**config.mk**
```make
export PLATFORM = sky130hd
export DESIGN_NAME = ddr7_deser
export DESIGN_NICKNAME = d
export VERILOG_FILES = /design/src/rtl/ddr7_pkg.sv /design/src/rtl/ddr7_datapath.sv /design/src/rtl/ddr7_control.sv /design/src/rtl/ddr7_deser.sv
export SDC_FILE = /design/constraint.sdc
export NUM_CORES = 1
export LEC_CHECK = 0
export BUFFER_PORTS_ARGS = -buffer_cell sky130_fd_sc_hd__buf_2
export CELL_PAD_IN_SITES_DETAIL_PLACEMENT = 1
export CELL_PAD_IN_SITES_GLOBAL_PLACEMENT = 1
export CORE_MARGIN = 1.5
export CORE_UTILIZATION = 45
export CTS_CLUSTER_DIAMETER = 120
export DETAILED_ROUTE_END_ITERATION = 8
export PLACE_DENSITY_LB_ADDON = 0.3
export SLEW_MARGIN = 20
export SYNTH_ARGS = -nofsm -noshare
export SYNTH_HDL_FRONTEND = slang
export SYNTH_SLANG_ARGS = --single-unit
```
**constraint.sdc**
```tcl
create_clock -name clk -period 2.23 [get_ports clk]
set_input_delay 0.446 -clock clk [delete_from_list [all_inputs] [get_ports clk]]
set_output_delay 0.446 -clock clk [all_outputs]
set_load 0.02 [all_outputs]
```
**src/rtl/ddr7_pkg.sv**
```systemverilog
package ddr7_pkg;
  localparam int WORD = 7;
  localparam logic [WORD-1:0] CLK_PAT = 7'b1100011;

  typedef struct packed {
    logic capture;
    logic selRise;
  } capCtl_t;
endpackage

```
**src/rtl/ddr7_datapath.sv**
```systemverilog
module ddr7_datapath
  import ddr7_pkg::*;
#(
  parameter int LANES = 3
) (
  input  logic                  clk,
  input  logic                  rstN,
  input  logic [LANES-1:0]      laneRise,
  input  logic [LANES-1:0]      laneFall,
  input  logic                  clkRise,
  input  logic                  clkFall,
  input  capCtl_t               ctl,
  output logic                  matchRise,
  output logic                  matchFall,
  output logic [LANES*WORD-1:0] pixWord,
  output logic                  pixValid
);
  localparam int SRW = WORD + 1;

  logic [SRW-1:0]        ckSr;
  logic [LANES*WORD-1:0] laneWord;

  // Clock lane: two bits per cycle, falling-edge bit is the newest (LSB)
  always_ff @(posedge clk or negedge rstN) begin
    if (!rstN) ckSr <= '0;
    else       ckSr <= {ckSr[SRW-3:0], clkRise, clkFall};
  end

  assign matchFall = (ckSr[WORD-1:0] == CLK_PAT);
  assign matchRise = (ckSr[WORD:1]   == CLK_PAT);

  for (genvar l = 0; l < LANES; l++) begin : g_lane
    logic [SRW-1:0] sr;
    always_ff @(posedge clk or negedge rstN) begin
      if (!rstN) sr <= '0;
      else       sr <= {sr[SRW-3:0], laneRise[l], laneFall[l]};
    end
    assign laneWord[l*WORD +: WORD] = ctl.selRise ? sr[WORD:1] : sr[WORD-1:0];
  end

  always_ff @(posedge clk or negedge rstN) begin
    if (!rstN) begin
      pixWord  <= '0;
      pixValid <= 1'b0;
    end else begin
      pixValid <= ctl.capture;
      if (ctl.capture) pixWord <= laneWord;
    end
  end

  // strobe lasts a single cycle
  p_valid_pulse_r6: assert property (@(posedge clk) disable iff (!rstN)
    pixValid |=> !pixValid);

  // word only changes on a capture
  p_word_hold_r5: assert property (@(posedge clk) disable iff (!rstN)
    !ctl.capture |=> $stable(pixWord));
endmodule

```
**src/rtl/ddr7_control.sv**
```systemverilog
module ddr7_control
  import ddr7_pkg::*;
#(
  parameter int OFFSET_BITS = 2,
  parameter int LOCK_RUNS   = 4
) (
  input  logic    clk,
  input  logic    rstN,
  input  logic    matchRise,
  input  logic    matchFall,
  output capCtl_t ctl,
  output logic    locked
);
  localparam int DLY  = OFFSET_BITS / 2;
  localparam int RUNW = $clog2(LOCK_RUNS + 1);

  typedef enum logic {HUNT, TRACK} st_t;

  st_t            st, stNext;
  logic [2:0]     cnt, cntNext;
  logic [RUNW-1:0] run, runNext;
  logic           hitNow, atBound, expHit;
  capCtl_t        capNow;

  assign atBound = (st == TRACK) && (cnt == 3'd3 || cnt == 3'd6);
  assign expHit  = (cnt == 3'd3) ? matchRise : matchFall;

  always_comb begin
    stNext  = st;
    cntNext = cnt;
    runNext = run;
    hitNow  = 1'b0;
    capNow  = '0;
    if (st == HUNT) begin
      if (matchRise) begin
        stNext = TRACK; cntNext = 3'd4; runNext = RUNW'(1);
        hitNow = 1'b1;  capNow.selRise = 1'b1;
      end else if (matchFall) begin
        stNext = TRACK; cntNext = 3'd0; runNext = RUNW'(1);
        hitNow = 1'b1;
      end
    end else begin
      cntNext = (cnt == 3'd6) ? 3'd0 : cnt + 3'd1;
      if (atBound) begin
        capNow.selRise = (cnt == 3'd3);
        if (expHit) begin
          hitNow = 1'b1;
          if (run < RUNW'(LOCK_RUNS)) runNext = run + RUNW'(1);
        end else begin
          stNext  = HUNT;
          runNext = '0;
        end
      end
    end
    capNow.capture = hitNow && (runNext >= RUNW'(LOCK_RUNS));
  end

  always_ff @(posedge clk or negedge rstN) begin
    if (!rstN) begin
      st     <= HUNT;
      cnt    <= '0;
      run    <= '0;
      locked <= 1'b0;
    end else begin
      st     <= stNext;
      cnt    <= cntNext;
      run    <= runNext;
      locked <= (stNext == TRACK) && (runNext >= RUNW'(LOCK_RUNS));
    end
  end

  // Data lags the clock lane by OFFSET_BITS bits = DLY sample cycles
  if (DLY == 0) begin : g_nodly
    assign ctl = capNow;
  end else begin : g_dly
    capCtl_t pipe [DLY];
    always_ff @(posedge clk or negedge rstN) begin
      if (!rstN) begin
        for (int i = 0; i < DLY; i++) pipe[i] <= '0;
      end else begin
        pipe[0] <= capNow;
        for (int i = 1; i < DLY; i++) pipe[i] <= pipe[i-1];
      end
    end
    assign ctl = pipe[DLY-1];
  end

  // phase counter never leaves the 7-cycle group
  p_phase_range_r6: assert property (@(posedge clk) disable iff (!rstN)
    st == TRACK |-> cnt <= 3'd6);

  // missing pattern at an expected boundary drops lock
  p_miss_drops_lock_r7: assert property (@(posedge clk) disable iff (!rstN)
    (atBound && !expHit) |=> !locked);

  // lock only rises on a cycle following a pattern match
  p_lock_from_match_r3: assert property (@(posedge clk) disable iff (!rstN)
    $rose(locked) |-> $past(matchRise || matchFall));
endmodule

```
**src/rtl/ddr7_deser.sv**
```systemverilog
module ddr7_deser
  import ddr7_pkg::*;
#(
  parameter int LANES       = 3,
  parameter int OFFSET_BITS = 2,
  parameter int LOCK_RUNS   = 4
) (
  input  logic                  clk,
  input  logic                  rstN,
  input  logic [LANES-1:0]      dataRise,
  input  logic [LANES-1:0]      dataFall,
  input  logic                  clkLaneRise,
  input  logic                  clkLaneFall,
  output logic [LANES*WORD-1:0] pixWord,
  output logic                  pixValid,
  output logic                  locked
);
  capCtl_t ctl;
  logic    matchRise, matchFall;

  ddr7_control #(.OFFSET_BITS(OFFSET_BITS), .LOCK_RUNS(LOCK_RUNS)) u_ctl (
    .clk(clk), .rstN(rstN), .matchRise(matchRise), .matchFall(matchFall),
    .ctl(ctl), .locked(locked)
  );

  ddr7_datapath #(.LANES(LANES)) u_dp (
    .clk(clk), .rstN(rstN), .laneRise(dataRise), .laneFall(dataFall),
    .clkRise(clkLaneRise), .clkFall(clkLaneFall), .ctl(ctl),
    .matchRise(matchRise), .matchFall(matchFall),
    .pixWord(pixWord), .pixValid(pixValid)
  );

  // a strobe never appears without lock
  p_valid_locked_r9: assert property (@(posedge clk) disable iff (!rstN)
    pixValid |-> locked);
endmodule

```
* After elaboration in Yosys (flattened, before gate mapping)
Cells that the tools add are included.
** Storage, ports and cells
- ROM bits :: 0
- Memories kept :: 0
- Memory bits (writable) :: 0
- Logic and storage cells :: 49
- Bits of input ports :: 10
- Latch bits :: 0
- Output and inout bits :: 23
- Flip-flop bits (word level) :: 64
** Cells by class
- Muxes and demuxes :: 24
- Eq/ne operators :: 4
- Magnitude comparators :: 2
- Shift operators :: 0
- Multipliers :: 0
- Bitwise operators :: 0
- Divide/modulo/power cells :: 0
- $add $sub $neg :: 2
- Reduce and logical (&&, ||, !) cells :: 5
** Operators by type and width (count)
- $mux 3 :: 10
- $mux 7 :: 3
- $eq 7x7->1 const B :: 2
- $mux 1 :: 11
- $add 3x1->3 const B :: 2
- $eq 3x2->1 const B :: 1
- $eq 3x3->1 const B :: 1
- $ge 3x3->1 const B :: 1
- $logic_and 1x1->1 :: 3
- $lt 3x3->1 const B :: 1
- $reduce_bool 3->1 :: 1
- $logic_or 1x1->1 :: 1

* Logic depth before layout (Yosys ltp)
Gate-level depths: netlist of the first run.
- Word-level depth :: 7
- Gate-level depth with buffers :: 6
- Depth with buffers taken out :: 6

* By module
Synthesis of the first run repeated with hierarchy kept, for this count alone.
** Unflattened totals
- Cell total of the unflattened synthesis :: 188
- Area total of the unflattened synthesis :: 2403.6 sq um
** By module, submodules not included
- ddr7_datapath :: cells an instance 130, times used 1, area each 1831.8 sq um
- ddr7_control :: cells an instance 58, times used 1, area each 571.8 sq um

* Least setup slack after synthesis of the first run
OpenSTA, ideal clock, no wires.
- Path kind :: register -> register
- From :: register u_ctl.cnt[0]
- To :: register u_ctl.run[2]
- Setup slack :: 0.556 ns
- Arrival time :: 1.597 ns
- Period minus slack after synthesis :: 1.674 ns
- Path buffers :: 0
- Cell stages (with the launch flop) :: 7
- Setup time :: 0.077 ns
- Cell sequence :: dfrtp_1 > and2_2 > ha_1 > nand4bb_1 > a21oi_1 > a31oi_1 > a21oi_1
** Between the ends
- Longest elaborated chain between the ends :: 5
- Elaborated cells between the ends (all ways) :: 8
- Classes of those cells :: eq/ne (2); mux (4); reduce/logical (2)
** RTL lines
- from (decl) :: line ddr7_control.sv:20 : logic [2:0] cnt, cntNext;
- from (signal assigned) :: line ddr7_control.sv:66 : cnt <= cntNext;
- $eq 3x2->1 or $eq 3x3->1 (tied branches) :: line ddr7_control.sv:25, ddr7_control.sv:26
- $mux 1 or $logic_or 1x1->1 (tied branches) :: line ddr7_control.sv:26, ddr7_control.sv:25
- $mux 3 or $logic_and 1x1->1 (tied branches) :: line ddr7_control.sv:46, ddr7_control.sv:25
- $mux 3 (*) :: line ddr7_control.sv:44 : if (atBound) begin
- $mux 3 (*) :: line ddr7_control.sv:34 : if (st == HUNT) begin
- named net u_ctl.runNext[2] :: line ddr7_control.sv:21 : logic [RUNW-1:0] run, runNext;
- to (signal assigned) :: line ddr7_control.sv:67 : run <= runNext;
- to (decl) :: line ddr7_control.sv:21
Mark *: on every way through the listed nets, which the timed path passes. The rest lies on a longest branch.
A chain may end at the register's enable or synchronous reset.

==> flow_summary.ini, run 1 <==
[status]
outcome = completed

[sta]
finalCritPeriodShare = 0.861
worst_slew_pin_slew_ns = 0.585
skew_ns = 0.00633
hold_violations = 0
fmax_mhz = 521
fin_setup_tns_ns = 0
setup_viol = 0
rsz0062_at_grt = false
finalMaxSlewViolations = 0
period_needed_ns = 1.92
slew_headroom = 0.610

[detailed_routing]
drc = 0
drt-total-wl_um = 4220
drt_iter0_markers = 117
ant_nets = 0
num_vias = 1491
drt-vias-per-instance = 5.04
first_pass_iters = 4
avgRoutedWirePerCell_um = 14.3

[worst_setup_path]
worstSetupPathType = flop to flop
critPathLaunchType = flop
arrival_ns = 2.18
path_max_fanout = 8
ff2ff_setup_slack_ns = 0.31
crit_path_end_kind = flop
crit_required_ns = 2.49

[logic_synthesis]
synth_area_leaders = dfrtp_1, mux2i_1, a21oi_1, nor2_1, clkbuf_1
synth-main-ff-cell = dfrtp_1
synth_top_area_share = 0.675
synth_seq_cells = 64
synth-edff-count = 0
ys_warn_count = 0
syn_area_um2 = 2370
ys_types = 34
post_synth_inst_count = 184
syn-num-nets = 196
avgSynthCellArea_um2 = 12.9
synth_common_cells = dfrtp_1, nor2_1, a21oi_1
yosys.cell_count.top_type = dfrtp_1
yosysSeqAreaShare = 0.675
async_reset_ff_frac = 1.00
yosysTopAreaCell = dfrtp_1

[job]
cap_violations = 0

[cts]
cts_tree = built
htree_levels = 3
post_cts_buffers = 0
hold_buffers = 0
clk_path_buf_depth = 2
clk_latency_ns = 0.33
clock-sinks = 64
cts_resized = 0
numCtsBuffers = 9
clkTransAtPathRegs_ns = 0.07
clockRootBuffer = clkbuf_8

[cells_and_area]
drive_gt1_frac = 0.257
area_growth_pct = 18.5
fillers = 554
antennaDiodeCount = 0
final_nets = 233
stdcell_count = 296

[placed_design]
dp_hpwl_um = 2970
place_congestion = 0.893
port_buffers = 32
dp.cells = 280

[die]
num_rows = 26
fp.dieW_um = 75.6
coreArea_um2 = 5110
start_util = 0.464
chipHeight_um = 75.6
dieArea_um2 = 5720
ios = 33

[global_route]
grt-ovfl-total = 0
first_global_vias = 1471
grt_usage = 0.169
grt_max_degree = 44
antenna_found_initial = 0
grt_pass1_wl_um = 6960

[pwr]
p_leak_nw = 1.35
power.density_nw_per_um2 = 903
ir_drop_uv = 485

[min_path]
hold_path_class = input port to async pin
-- power breakdown --
part           switching, mW  leakage [nW]  total (mW)  internal (mW)
registers              0.109         0.813        1.34           1.23
logic                  0.142         0.446       0.289          0.146
clock network          0.414        0.0906       0.906          0.492
-- worst paths after layout --
check                        startpoint                    to  cells after the start
max                        u_ctl.cnt[1]                  flop                      5
min                                rstN  u_dp.g_lane[2].sr[7]                      1
max reg2reg                u_ctl.cnt[1]                  flop                      5
min reg2reg                u_dp.ckSr[3]          u_dp.ckSr[5]                      0
max in group asynchronous          rstN          u_ctl.ctl[1]                      2
min in group clk            dataRise[0]  u_dp.g_lane[0].sr[1]                      1
-- registers in the layout, summed over array words and instances, names as in the netlist, named ones only --
signal and count:
u_ctl.cnt 3, u_ctl.ctl 2, u_ctl.locked 1, u_ctl.run 1
u_ctl.st 1, u_dp.ckSr 8, u_dp.g_lane.sr 24, u_dp.pixValid 1
u_dp.pixWord 21
-- kinds of logic after synthesis --
kind of cell / share of synthesized area
DFF: 0.675
and+or+nand+nor: 0.0949
AOI/OAI and AO/OA: 0.102
muxes: 0.0886
buffers and inverters: 0.0216
adders and majority gates: 0.0105
xor gates and xnor gates: 0.00686
-- stage by stage --
step	utilization	hold WS (ns)	total power [mW]	setup slack, ns	cell area, um2
global route	0.550	0.142	2.68	0.125	2810
finish	0.550	0.115	2.54	0.310	2810
global placement	0.513	0.355	1.62	0.447	2620
floorplan	-	0.150	1.55	0.556	2370
detailed placement	0.513	0.360	1.66	0.314	2620
CTS	0.550	0.124	2.58	0.312	2810
-- cell type report --
class | instances | area [um2] | share of cell area
Clock buffer | 12 | 165 | 0.0587
Clock inverter | 4 | 27.5 | 0.00979
Inverter | 4 | 15.0 | 0.00534
Multi-Input combinational cell | 107 | 719 | 0.256
Sequential cell | 64 | 1600 | 0.570
Tap cell | 70 | 87.6 | 0.0312
Timing Repair Buffer | 35 | 195 | 0.0694
-- worst max-delay path, cell delays in order, from the launching register on --
cell and delay, ns:
dfrtp_1 0.45, and2_2 0.23, ha_1 0.22, nand4bb_1 0.24
a21oi_1 0.43, o221a_1 0.29
-- metal layers --
| layer | vias up | GRT usage | wire length, um |
|---|---|---|---|
| li1 | 712 | - | - |
| met1 | 749 | 0.215 | 1910 |
| met2 | 22 | 0.266 | 2110 |
| met3 | 8 | 0.0397 | 119 |
| met5 | - | 0 | 0 |
| met4 | 0 | 0.101 | 86 |
-- cell usage in the layout, fill, tap and decap left out, types with 2 or more instances in the layout --
cell type   count
buf_2          32
clkinvlp_4      3
clkbuf_8       12
o221a_1         2
nand4bb_1       2
a21oi_1        23
nand2_1         4
dfrtp_1        64
ha_1            2
nor2b_1         3
o21ai_0         2
nor2_1         27
buf_4           2
mux2i_1        21
inv_1           4
Power figures use the tool's default switching activity.
==> run 2: changes to the inputs <==
--- a/config.mk
+++ b/config.mk
@@ -5,11 +5,12 @@
 export SDC_FILE = /design/constraint.sdc
 export NUM_CORES = 1
 export LEC_CHECK = 0
+export ABC_AREA = 1
 export BUFFER_PORTS_ARGS = -buffer_cell sky130_fd_sc_hd__buf_2
 export CELL_PAD_IN_SITES_DETAIL_PLACEMENT = 1
 export CELL_PAD_IN_SITES_GLOBAL_PLACEMENT = 1
 export CORE_MARGIN = 1.5
-export CORE_UTILIZATION = 45
+export CORE_UTILIZATION = 44
 export CTS_CLUSTER_DIAMETER = 120
 export DETAILED_ROUTE_END_ITERATION = 8
 export PLACE_DENSITY_LB_ADDON = 0.3
==> run 2 against run 1 <==
Setup slack improved by 0.49 ns. Cell count rose by 16%. Combinational power about the same. Area after synthesis rose by 2.2%. Clock skew decreased by 0.0011 ns. Sequential power is 3% lower. Via count is 13% higher. Utilization is 0.39 points higher. Maximum frequency is 34% higher.
==> flow_summary.ini, run 2 <==
[cts]
post_cts_buffers = 0
clock-sinks = 64
cts_resized = 0
clk_latency_ns = 0.34
clkTransAtPathRegs_ns = 0.07
cts_tree = built
clockRootBuffer = clkbuf_8
htree_levels = 3
hold_buffers = 0
clk_path_buf_depth = 2
numCtsBuffers = 9

[die]
fp.dieW_um = 77.2
chipHeight_um = 77.2
dieArea_um2 = 5960
ios = 33
coreArea_um2 = 5200
start_util = 0.466
num_rows = 26

[logic_synthesis]
yosysTopAreaCell = dfrtp_1
synth_area_leaders = dfrtp_1, nand2_1, a31oi_1, nor2_1, inv_1
post_synth_inst_count = 231
yosys.cell_count.top_type = dfrtp_1
syn-num-nets = 243
ys_warn_count = 0
synth_seq_cells = 64
synth_common_cells = dfrtp_1, nand2_1, nor2_1
synth-main-ff-cell = dfrtp_1
avgSynthCellArea_um2 = 10.5
synth_top_area_share = 0.661
async_reset_ff_frac = 1.00
yosysSeqAreaShare = 0.661
synth-edff-count = 0
syn_area_um2 = 2420
ys_types = 26

[sta]
fmax_mhz = 699
setup_viol = 0
skew_ns = 0.00526
rsz0062_at_grt = false
finalCritPeriodShare = 0.641
fin_setup_tns_ns = 0
worst_slew_pin_slew_ns = 0.662
slew_headroom = 0.558
period_needed_ns = 1.43
finalMaxSlewViolations = 0
hold_violations = 0

[detailed_routing]
ant_nets = 0
drt-vias-per-instance = 4.93
num_vias = 1691
drt_iter0_markers = 131
avgRoutedWirePerCell_um = 14.1
drc = 0
first_pass_iters = 4
drt-total-wl_um = 4850

[worst_setup_path]
crit_path_cell_trace = nand2_1, clkinv_1, ha_1, inv_1, nand3_2, nand2_4, nand2_1, a21oi_2
arrival_ns = 1.70
path_max_fanout = 5
crit_path_end_kind = flop
critPathLaunchType = flop
slowest_delay_ns = 0.42
worstSetupPathType = flop to flop
critPathSlowestCell = dfrtp_1
crit_required_ns = 2.50
ff2ff_path_depth = 8
crit_top_cell = nand2_1

[cells_and_area]
area_growth_pct = 19.1
drive_gt1_frac = 0.238
finalCoreUtilization = 0.554
antennaDiodeCount = 0
final_cell_mix = dfrtp_1, nand2_1, buf_2
layout_commonest_cell = dfrtp_1
reg_top3 = u_dp.g_lane.sr x24, u_dp.pixWord x21, u_dp.ckSr x8
largest-register = u_dp.g_lane.sr
largest_register_ffs = 24
final_nets = 280

[global_route]
antenna_found_initial = 0
grt_pass1_wl_um = 8800
first_global_vias = 1825
grt-ovfl-total = 0
grt_usage = 0.193
grt_max_degree = 44

[status]
outcome = completed

[pwr]
p_leak_nw = 1.48
ir_drop_uv = 535
power.density_nw_per_um2 = 921

[placed_design]
dp_hpwl_um = 3240
place_congestion = 0.783
port_buffers = 32

[job]
cap_violations = 0

[min_path]
hold_path_class = input port to async pin
## run 2: changes by cell type in the layout (fill, tap and decap cells not counted), moves of 3 or more
cell	delta
nand3_1	+9
nand2_2	+3
clkinvlp_4	-3
nand4_1	+4
inv_1	+11
a21oi_1	-22
nand2_1	+51
mux2i_1	-21
nor2b_1	-3
a31oi_1	+20
## run 2: worst max-delay path, delay by kind of cell (launching register included)
family          cells  cell delay [ns]
buf+inv             2             0.18
compound gates      1             0.15
flops               1             0.42
simple gates        4             0.38
fa+ha+maj           1             0.24
## run 2: cell type report
type / count / area, um2
fillers: 595 / 2320
flip-flops and latches: 64 / 1600
multi-input cells: 139 / 709
repair buffers: 35 / 195
clock buffers: 14 / 183
well taps: 70 / 87.6
inverters: 19 / 73.8
clock inverters: 2 / 35.0
## run 2: layer usage
layer | vias up | share of wire | global-route usage | wire, um
met1 | 824 | 0.45 | 0.239 | 2190
met4 | 0 | 0.014 | 0.0818 | 69
met3 | 8 | 0.039 | 0.0536 | 188
met5 | - | 0 | 0 | 0
li1 | 827 | - | - | -
met2 | 32 | 0.49 | 0.316 | 2390
## run 2: where the power goes
group | switching [mW] | internal, mW
sequential | 0.0716 | 1.23
clock | 0.427 | 0.637
combinational | 0.186 | 0.103
total | 0.684 | 1.97
## run 2: final timing paths
| check | from | end | slack [ns] |
|---|---|---|---|
| setup reg to reg | u_ctl.cnt[0] | u_ctl.run[2] | 0.80 |
| max in group asynchronous | rstN | u_dp.g_lane[0].sr[1] | 1.52 |
| setup / recovery | u_ctl.cnt[0] | u_ctl.run[2] | 0.80 |
| min in group clk | dataFall[1] | u_dp.g_lane[1].sr[0] | 0.22 |
| hold / removal | rstN | u_dp.pixWord[20] | 0.1 |
| hold reg to reg | u_dp.g_lane[0].sr[0] | u_dp.g_lane[0].sr[2] | 0.37 |
## run 2: logic make-up after synthesis
logic type	share of synthesized area
fa+ha+maj	0.0103
buf+inv	0.0465
flops	0.661
simple gates	0.197
compound gates	0.0785
xor+xnor	0.00723
## run 2: per-stage QoR
stage          hold WS [ns]  area [um2]  total power, mW  std cells  worst slack (ns)
2_1_floorplan         0.150        2420             1.51        231             0.937
3_3_place_gp          0.359        2670             1.60        327             0.884
3_5_place_dp          0.361        2670             1.62        327             0.821
4_1_cts              0.0987        2890             2.70        343             0.793
5_1_grt               0.126        2890             2.80        343             0.674
6_report             0.0966        2890             2.66        343             0.800
